[src/rtl/clk_route_pkg.sv]
package clk_route_pkg;
  localparam int SEL_W    = 3;
  localparam int N_BRG    = 4;
  localparam int N_PIN    = 8;
  localparam int N_SRC    = N_BRG + N_PIN;
  localparam int N_FULL   = 4;
  localparam int N_SIMPLE = 2;
  localparam int N_CH     = N_FULL + N_SIMPLE;
  localparam int SRC_IW   = $clog2(N_SRC);

  // field placement: receive sits directly above transmit
  function automatic int full_tx_lsb(input int ch);
    return 8 * ch;
  endfunction

  function automatic int full_rx_lsb(input int ch);
    return 8 * ch + SEL_W;
  endfunction

  function automatic int simple_lsb(input int ch);
    return 12 + 16 * ch;
  endfunction

  // source vector layout: [3:0] generators, [7:4] low pins, [11:8] high pins
  function automatic logic [SRC_IW-1:0] route_idx(input logic [SEL_W-1:0] code,
                                                  input logic hi_bank);
    if (!code[2]) return {2'b00, code[1:0]};
    return {hi_bank, ~hi_bank, code[1:0]};
  endfunction
endpackage

[src/rtl/clk_route_cfg.sv]
module clk_route_cfg #(
  parameter int REG_W = 32
) (
  input  logic             clk,
  input  logic             rst_n,
  input  logic             wr,
  input  logic             sel,
  input  logic [REG_W-1:0] wdata,
  input  logic [REG_W-1:0] wmask,
  output logic [REG_W-1:0] reg_a,
  output logic [REG_W-1:0] reg_b
);
  logic wr_a, wr_b;
  assign wr_a = wr && !sel;
  assign wr_b = wr && sel;

  always_ff @(posedge clk) begin
    if (!rst_n) begin
      reg_a <= '0;
      reg_b <= '0;
    end else begin
      if (wr_a) reg_a <= (reg_a & ~wmask) | (wdata & wmask);
      if (wr_b) reg_b <= (reg_b & ~wmask) | (wdata & wmask);
    end
  end


  a_keep_chk: assert property (@(posedge clk) disable iff (!rst_n)
    wr_a |=> ((reg_a & ~$past(wmask)) == ($past(reg_a) & ~$past(wmask))) && $stable(reg_b));

  b_keep_chk: assert property (@(posedge clk) disable iff (!rst_n)
    wr_b |=> ((reg_b & ~$past(wmask)) == ($past(reg_b) & ~$past(wmask))) && $stable(reg_a));

  idle_hold_chk: assert property (@(posedge clk) disable iff (!rst_n)
    !wr |=> $stable(reg_a) && $stable(reg_b));
endmodule

[src/rtl/clk_route_chan.sv]
module clk_route_chan
  import clk_route_pkg::*;
#(
  parameter bit HI_BANK = 1'b0
) (
  input  logic             clk,
  input  logic             rst_n,
  input  logic [SEL_W-1:0] sel,
  input  logic [N_SRC-1:0] src,
  output logic             en_q
);
  logic [SRC_IW-1:0] pick_idx;
  logic              pick_val;

  assign pick_idx = route_idx(sel, HI_BANK);
  assign pick_val = src[pick_idx];

  always_ff @(posedge clk) begin
    if (!rst_n) en_q <= 1'b0;
    else        en_q <= pick_val;
  end


  quiet_src_chk: assert property (@(posedge clk) disable iff (!rst_n)
    (src == '0) |=> !en_q);

  full_src_chk: assert property (@(posedge clk) disable iff (!rst_n)
    (&src) |=> en_q);

  brg_only_chk: assert property (@(posedge clk) disable iff (!rst_n)
    (!sel[2] && src[N_SRC-1:N_BRG] == '0 && src[N_BRG-1:0] == '0) |=> !en_q);
endmodule

[src/rtl/clk_route_matrix.sv]
module clk_route_matrix
  import clk_route_pkg::*;
#(
  parameter int REG_W = 32
) (
  input  logic             clk,
  input  logic             rst_n,
  input  logic             cfg_wr,
  input  logic             cfg_sel,
  input  logic [REG_W-1:0] cfg_wdata,
  input  logic [REG_W-1:0] cfg_wmask,
  input  logic [N_BRG-1:0] brg_en,
  input  logic [N_PIN-1:0] ext_en,
  output logic [REG_W-1:0] cfg_a_q,
  output logic [REG_W-1:0] cfg_b_q,
  output logic [N_CH-1:0]  tx_en,
  output logic [N_CH-1:0]  rx_en
);
  logic [N_SRC-1:0] src_vec;
  assign src_vec = {ext_en, brg_en};

  clk_route_cfg #(.REG_W(REG_W)) u_cfg (
    .clk(clk), .rst_n(rst_n), .wr(cfg_wr), .sel(cfg_sel),
    .wdata(cfg_wdata), .wmask(cfg_wmask),
    .reg_a(cfg_a_q), .reg_b(cfg_b_q)
  );

  for (genvar c = 0; c < N_FULL; c++) begin : g_full
    localparam bit HI = (c >= N_FULL / 2);
    clk_route_chan #(.HI_BANK(HI)) u_tx (
      .clk(clk), .rst_n(rst_n),
      .sel(cfg_a_q[full_tx_lsb(c) +: SEL_W]),
      .src(src_vec), .en_q(tx_en[c])
    );
    clk_route_chan #(.HI_BANK(HI)) u_rx (
      .clk(clk), .rst_n(rst_n),
      .sel(cfg_a_q[full_rx_lsb(c) +: SEL_W]),
      .src(src_vec), .en_q(rx_en[c])
    );
  end

  for (genvar s = 0; s < N_SIMPLE; s++) begin : g_simple
    localparam bit HI = (s >= N_SIMPLE / 2);
    logic en_s;
    clk_route_chan #(.HI_BANK(HI)) u_one (
      .clk(clk), .rst_n(rst_n),
      .sel(cfg_b_q[simple_lsb(s) +: SEL_W]),
      .src(src_vec), .en_q(en_s)
    );
    assign tx_en[N_FULL + s] = en_s;
    assign rx_en[N_FULL + s] = en_s;
  end


  rst_zero_chk: assert property (@(posedge clk)
    !rst_n |=> (cfg_a_q == '0) && (cfg_b_q == '0) && (tx_en == '0) && (rx_en == '0));
endmodule

[config.mk]
export PLATFORM = sky130hd
export DESIGN_NAME = clk_route_matrix
export DESIGN_NICKNAME = d
export VERILOG_FILES = /design/src/rtl/clk_route_pkg.sv /design/src/rtl/clk_route_cfg.sv /design/src/rtl/clk_route_chan.sv /design/src/rtl/clk_route_matrix.sv
export SDC_FILE = /design/constraint.sdc
export NUM_CORES = 1
export LEC_CHECK = 0
export CORE_MARGIN = 2
export CORE_UTILIZATION = 45
export CTS_BUF_LIST = sky130_fd_sc_hd__clkbuf_4 sky130_fd_sc_hd__clkbuf_8
export DETAILED_ROUTE_END_ITERATION = 7
export GPL_ROUTABILITY_DRIVEN = 0
export HOLD_SLACK_MARGIN = 0.12
export PLACE_DENSITY = 0.83
export SLEW_MARGIN = 20
export SYNTH_ARGS = -nofsm -noshare
export SYNTH_HDL_FRONTEND = slang
export SYNTH_SLANG_ARGS = --single-unit
[constraint.sdc]
create_clock -name clk -period 1.6 [get_ports clk]
set_input_delay 0.32 -clock clk [delete_from_list [all_inputs] [get_ports clk]]
set_output_delay 0.32 -clock clk [all_outputs]
set_load 0.02 [all_outputs]
; After elaboration in Yosys (flattened, before gate mapping)
; Cells that the tools add are included.
[word_totals]
reg_bits = 74
input_bits = 80
out_inout_bits = 76
word_cells = 61
[op_classes]
order_cmp = 10
muxes = 30
n_bitwise = 6
n_reduce_logical = 3
[ops]
columns = op, n
row1 = $and A32 B32 Y32, 3
row2 = $or A32 B32 Y32, 2
row3 = $bmux W1 S4, 10
row4 = $not A32 Y32, 1
row5 = $lt A3 B5 Y1 const B, 5
row6 = $lt A4 B5 Y1 const B, 5
row7 = $mux W4, 5
row8 = $mux W3, 5
row9 = $mux W1, 10
row10 = $logic_and A1 B1 Y1, 2
row11 = $logic_not A1 Y1, 1

; Longest topological paths before layout
[depth]
ltp_word = 3
ltp_mapped = 5
depth_no_buf = 3

; Hierarchy
; Synthesis repeated with hierarchy kept, for this count alone.
[unflattened]
hier_cells = 397
area_unflattened_um2 = 3860.0
[by_module_without_submodules]
columns = mod, instances, cells_per_inst, area_each_um2, seq_area_each_um2
row1 = clk_route_cfg, 1, 313, 2916.5, 1281.2
row2 = clk_route_chan, 10, 8, 91.3, 20.0
row3 = clk_route_matrix, 1, 4, 30.0, 0.0

; Least setup slack after synthesis
; Ideal clock, no wire load.
[synth_path]
kind = reg-to-reg
startpoint = reg (tool-made name)
endpoint = reg g_full[2].u_tx.en_q
setup_ns = 0.139
arrival_ns = 1.178
t_required_ns = 1.461
setup_slack_ns = 0.283
path_stages_with_launch = 4
path_buffers = 0
synth_period_minus_slack_ns = 1.317
cell_sequence = dfxtp_1 -> mux4_1 -> nor2_1 -> a311oi_1
[synth_lines]
columns = item, line_no
row1 = "end signal, assigned", clk_route_chan.sv:20  ; else en_q <= pick_val;
row2 = "end, declared", clk_route_chan.sv:10  ; output logic en_q

; Worst setup path in the final report
[layout_path]
startpoint = reg g_full[3].u_tx.en_q
endpoint = out tx_en[3]
[layout_lines]
columns = item, line_no
row1 = "start, declared", clk_route_chan.sv:10
row2 = "start signal, assigned", clk_route_chan.sv:20
row3 = "end, declared", clk_route_matrix.sv:16  ; output logic [N_CH-1:0] tx_en,
; No word-level cell between the ends.

==> results <==
[worst register-to-register path: stages, from the launching register on]
cell,delay (ps)
dfxtp_1,440
mux4_1,580
nor2_1,110
a311oi_1,60
[through the flow]
step | cell area [um2] | instances
5_1_grt | 5570 | 664
2_1_floorplan | 3780 | 398
6_report | 5570 | 664
4_1_cts | 5560 | 664
3_5_place_dp | 5450 | 648
3_3_place_gp | 5450 | 648
[area by class of cell]
type	count	area, um2
inverters	34	128
flip-flops and latches	74	1480
well taps	105	131
clock inverters	6	66.3
fillers	676	2610
clock buffers	10	138
multi-input cells	254	1940
repair buffers	181	1680
[worst max-delay path by stage]
stage / from / end / slack (ps)
global placement: brg_en[3] / g_full[2].u_tx.en_q / -160
CTS: g_full[2].u_tx.en_q / tx_en[2] / 7
floorplan: flip-flop / g_full[2].u_tx.en_q / 280
global route: g_full[3].u_tx.en_q / tx_en[3] / 9
detailed placement: brg_en[3] / g_full[3].u_rx.en_q / -170
finish: g_full[3].u_tx.en_q / tx_en[3] / 40
[report_power, final]
part,total [uW],internal [uW],leakage (uW),switching (uW)
clock network,1490,763,0.0000945,726
registers,1960,1920,0.000604,44.5
logic,866,451,0.00189,415
[cells in the final DEF, fill, tap and decap left out, drive strengths merged, types with 24 or more instances in the layout]
| master | count |
|---|---|
| dfxtp | 74 |
| a21boi | 32 |
| buf | 27 |
| mux2i | 42 |
| dlygate4sd2 | 72 |
| nor2b | 33 |
| clkdlybuf4s50 | 79 |
| o21ai | 24 |
| nand3 | 64 |
| inv | 34 |
[timing repair]
item,CTS,global route
setup endpoints to repair,72,3
gates cloned,0,0
hold endpoints to repair,0,0
pin swaps,0,0
buffers inserted,0,0
gates resized for setup,72,3
[metal layers]
metal | GRT usage (%) | wire, um | vias up
li1 | - | - | 1719
met3 | 4.27 | 771 | 20
met4 | 11.1 | 267 | 0
met1 | 30.5 | 4600 | 1730
met2 | 41.4 | 5700 | 136
met5 | 0 | 0 | -
[cell families after synthesis]
family                 Yosys count
and+or+nand+nor                108
AOI/OAI and AO/OA               84
DFF                             74
buffers and inverters           70
muxes                           62
==> metrics.txt <==
status=complete, no violations; RSZ-0062 raised after global routing=false; setup_tns=0 ps; vias in the first global route=3555; Util after Layout=68.1%; total wire length=11.3 mm; Top delay family on crit path=buffers and inverters; instance count on the critical path=1; drt pass-1 iters=4; commonest cells in the netlist=dfxtp_1, nand3_1, mux2i_1, inv_1; Compound-Gate Fraction of Synth Area=15.4%; reg2reg end=g_full[3].u_rx.en_q; Crit Path Class=reg2out; Worst path max stage delay=590 ps; Critical Path AT=1240 ps; WP data required=1280 ps; # clock sinks=74; worst skew pair latency=340 ps; final hold vios=0; Reg2Reg Depth=3; static leakage=0.00259 uW; hold path cells=2; post-synthesis simple-gate area fraction=15.5%; pre-CTS setup slack=-175 ps; reg-to-reg setup timing slack=290 ps; Die Wd=~96 um; Crit-path slowest cell=clkdlybuf4s50_1; Post-Synth XOR/XNOR Area=0%; Min-Delay Path Class=reg2reg; mux cell area share after synthesis=20.4%; total global routing overflow=0; clk slew on worst S/H paths=80 ps; top-area cell type share of the netlist area=roughly two fifths; Max clock buf depth=2; startpoint type of the worst setup path=flip-flop; core area=8180 um2; count leader, synth=dfxtp_1; Final WS setup=44.3 ps; IO buf count=155; sequential share of the synthesized area=39.2%; row cnt=33; DR vias=roughly 3.6k; synth warn=0; Slew headroom=65.6%; post-synthesis cell count=398; hold buffers post-CTS=0; largest net degree at the start of global routing=29; Yosys top cell by area=dfxtp_1; Post-synth EDFFs=0; main combinational cell family by area after synthesis=multiplexers; Top FF cell, synth=dfxtp_1; slew at the pin with the worst max-slew slack=517 ps; IR drop worst, VDD=421 uV; Critical Path End Type=output port; NumNets Final=~630; Mean Syn Cell Area=9.50 um2; Antenna Violating Nets Remaining=0; Period minus WS final=between 1500 and 2000 ps; IO Pins=about 160; Post-Synth Adder-Cell Area=0%; DRC=0; Die ar.=around 9200 um2; Final setup viols=0; Cell variety after synth=21; area grow syn2layout=47.2%; share of cells above drive strength 1=11.1%; Max Cap Viol=0; total global-route track usage=24.5%; clk_skew=7.68 ps; CP Buf/Inv Count=1; worst-path cell chain=clkdlybuf4s50_1; Crit Path Max Fanout=1; CTS tree=built; # H-tree levels=3; Starting Density=between 40% and 50%; first-pass GRT wire length=17.4 mm; synth top area cells=dfxtp_1, mux2i_1, nand3_1; Power Total=4310 uW; final cycle utilization of the critical path=a little over nine tenths; #FFs+latches synth=74; Root Buffer=clkbuf_8; Diodes inserted=0; die height=95.7 um; PD cells=just under 800 nW/um2; ys async rst share=0%; 1st-iter DRT viols=~150; hold_ws=473 ps; Routed wire per std cell=17.1 um; DP Wirelength=8.42 mm; Max Clock Freq=643 MHz; CTS buffer count=9; post-DR vias/cell=5.43; Synthesized Nets=between 400 and 500; initial antenna violation count=0; Synth Cell Area=3780 um2; fin. max-slew vios=0
No activity file was read; power rests on OpenSTA's default activity.
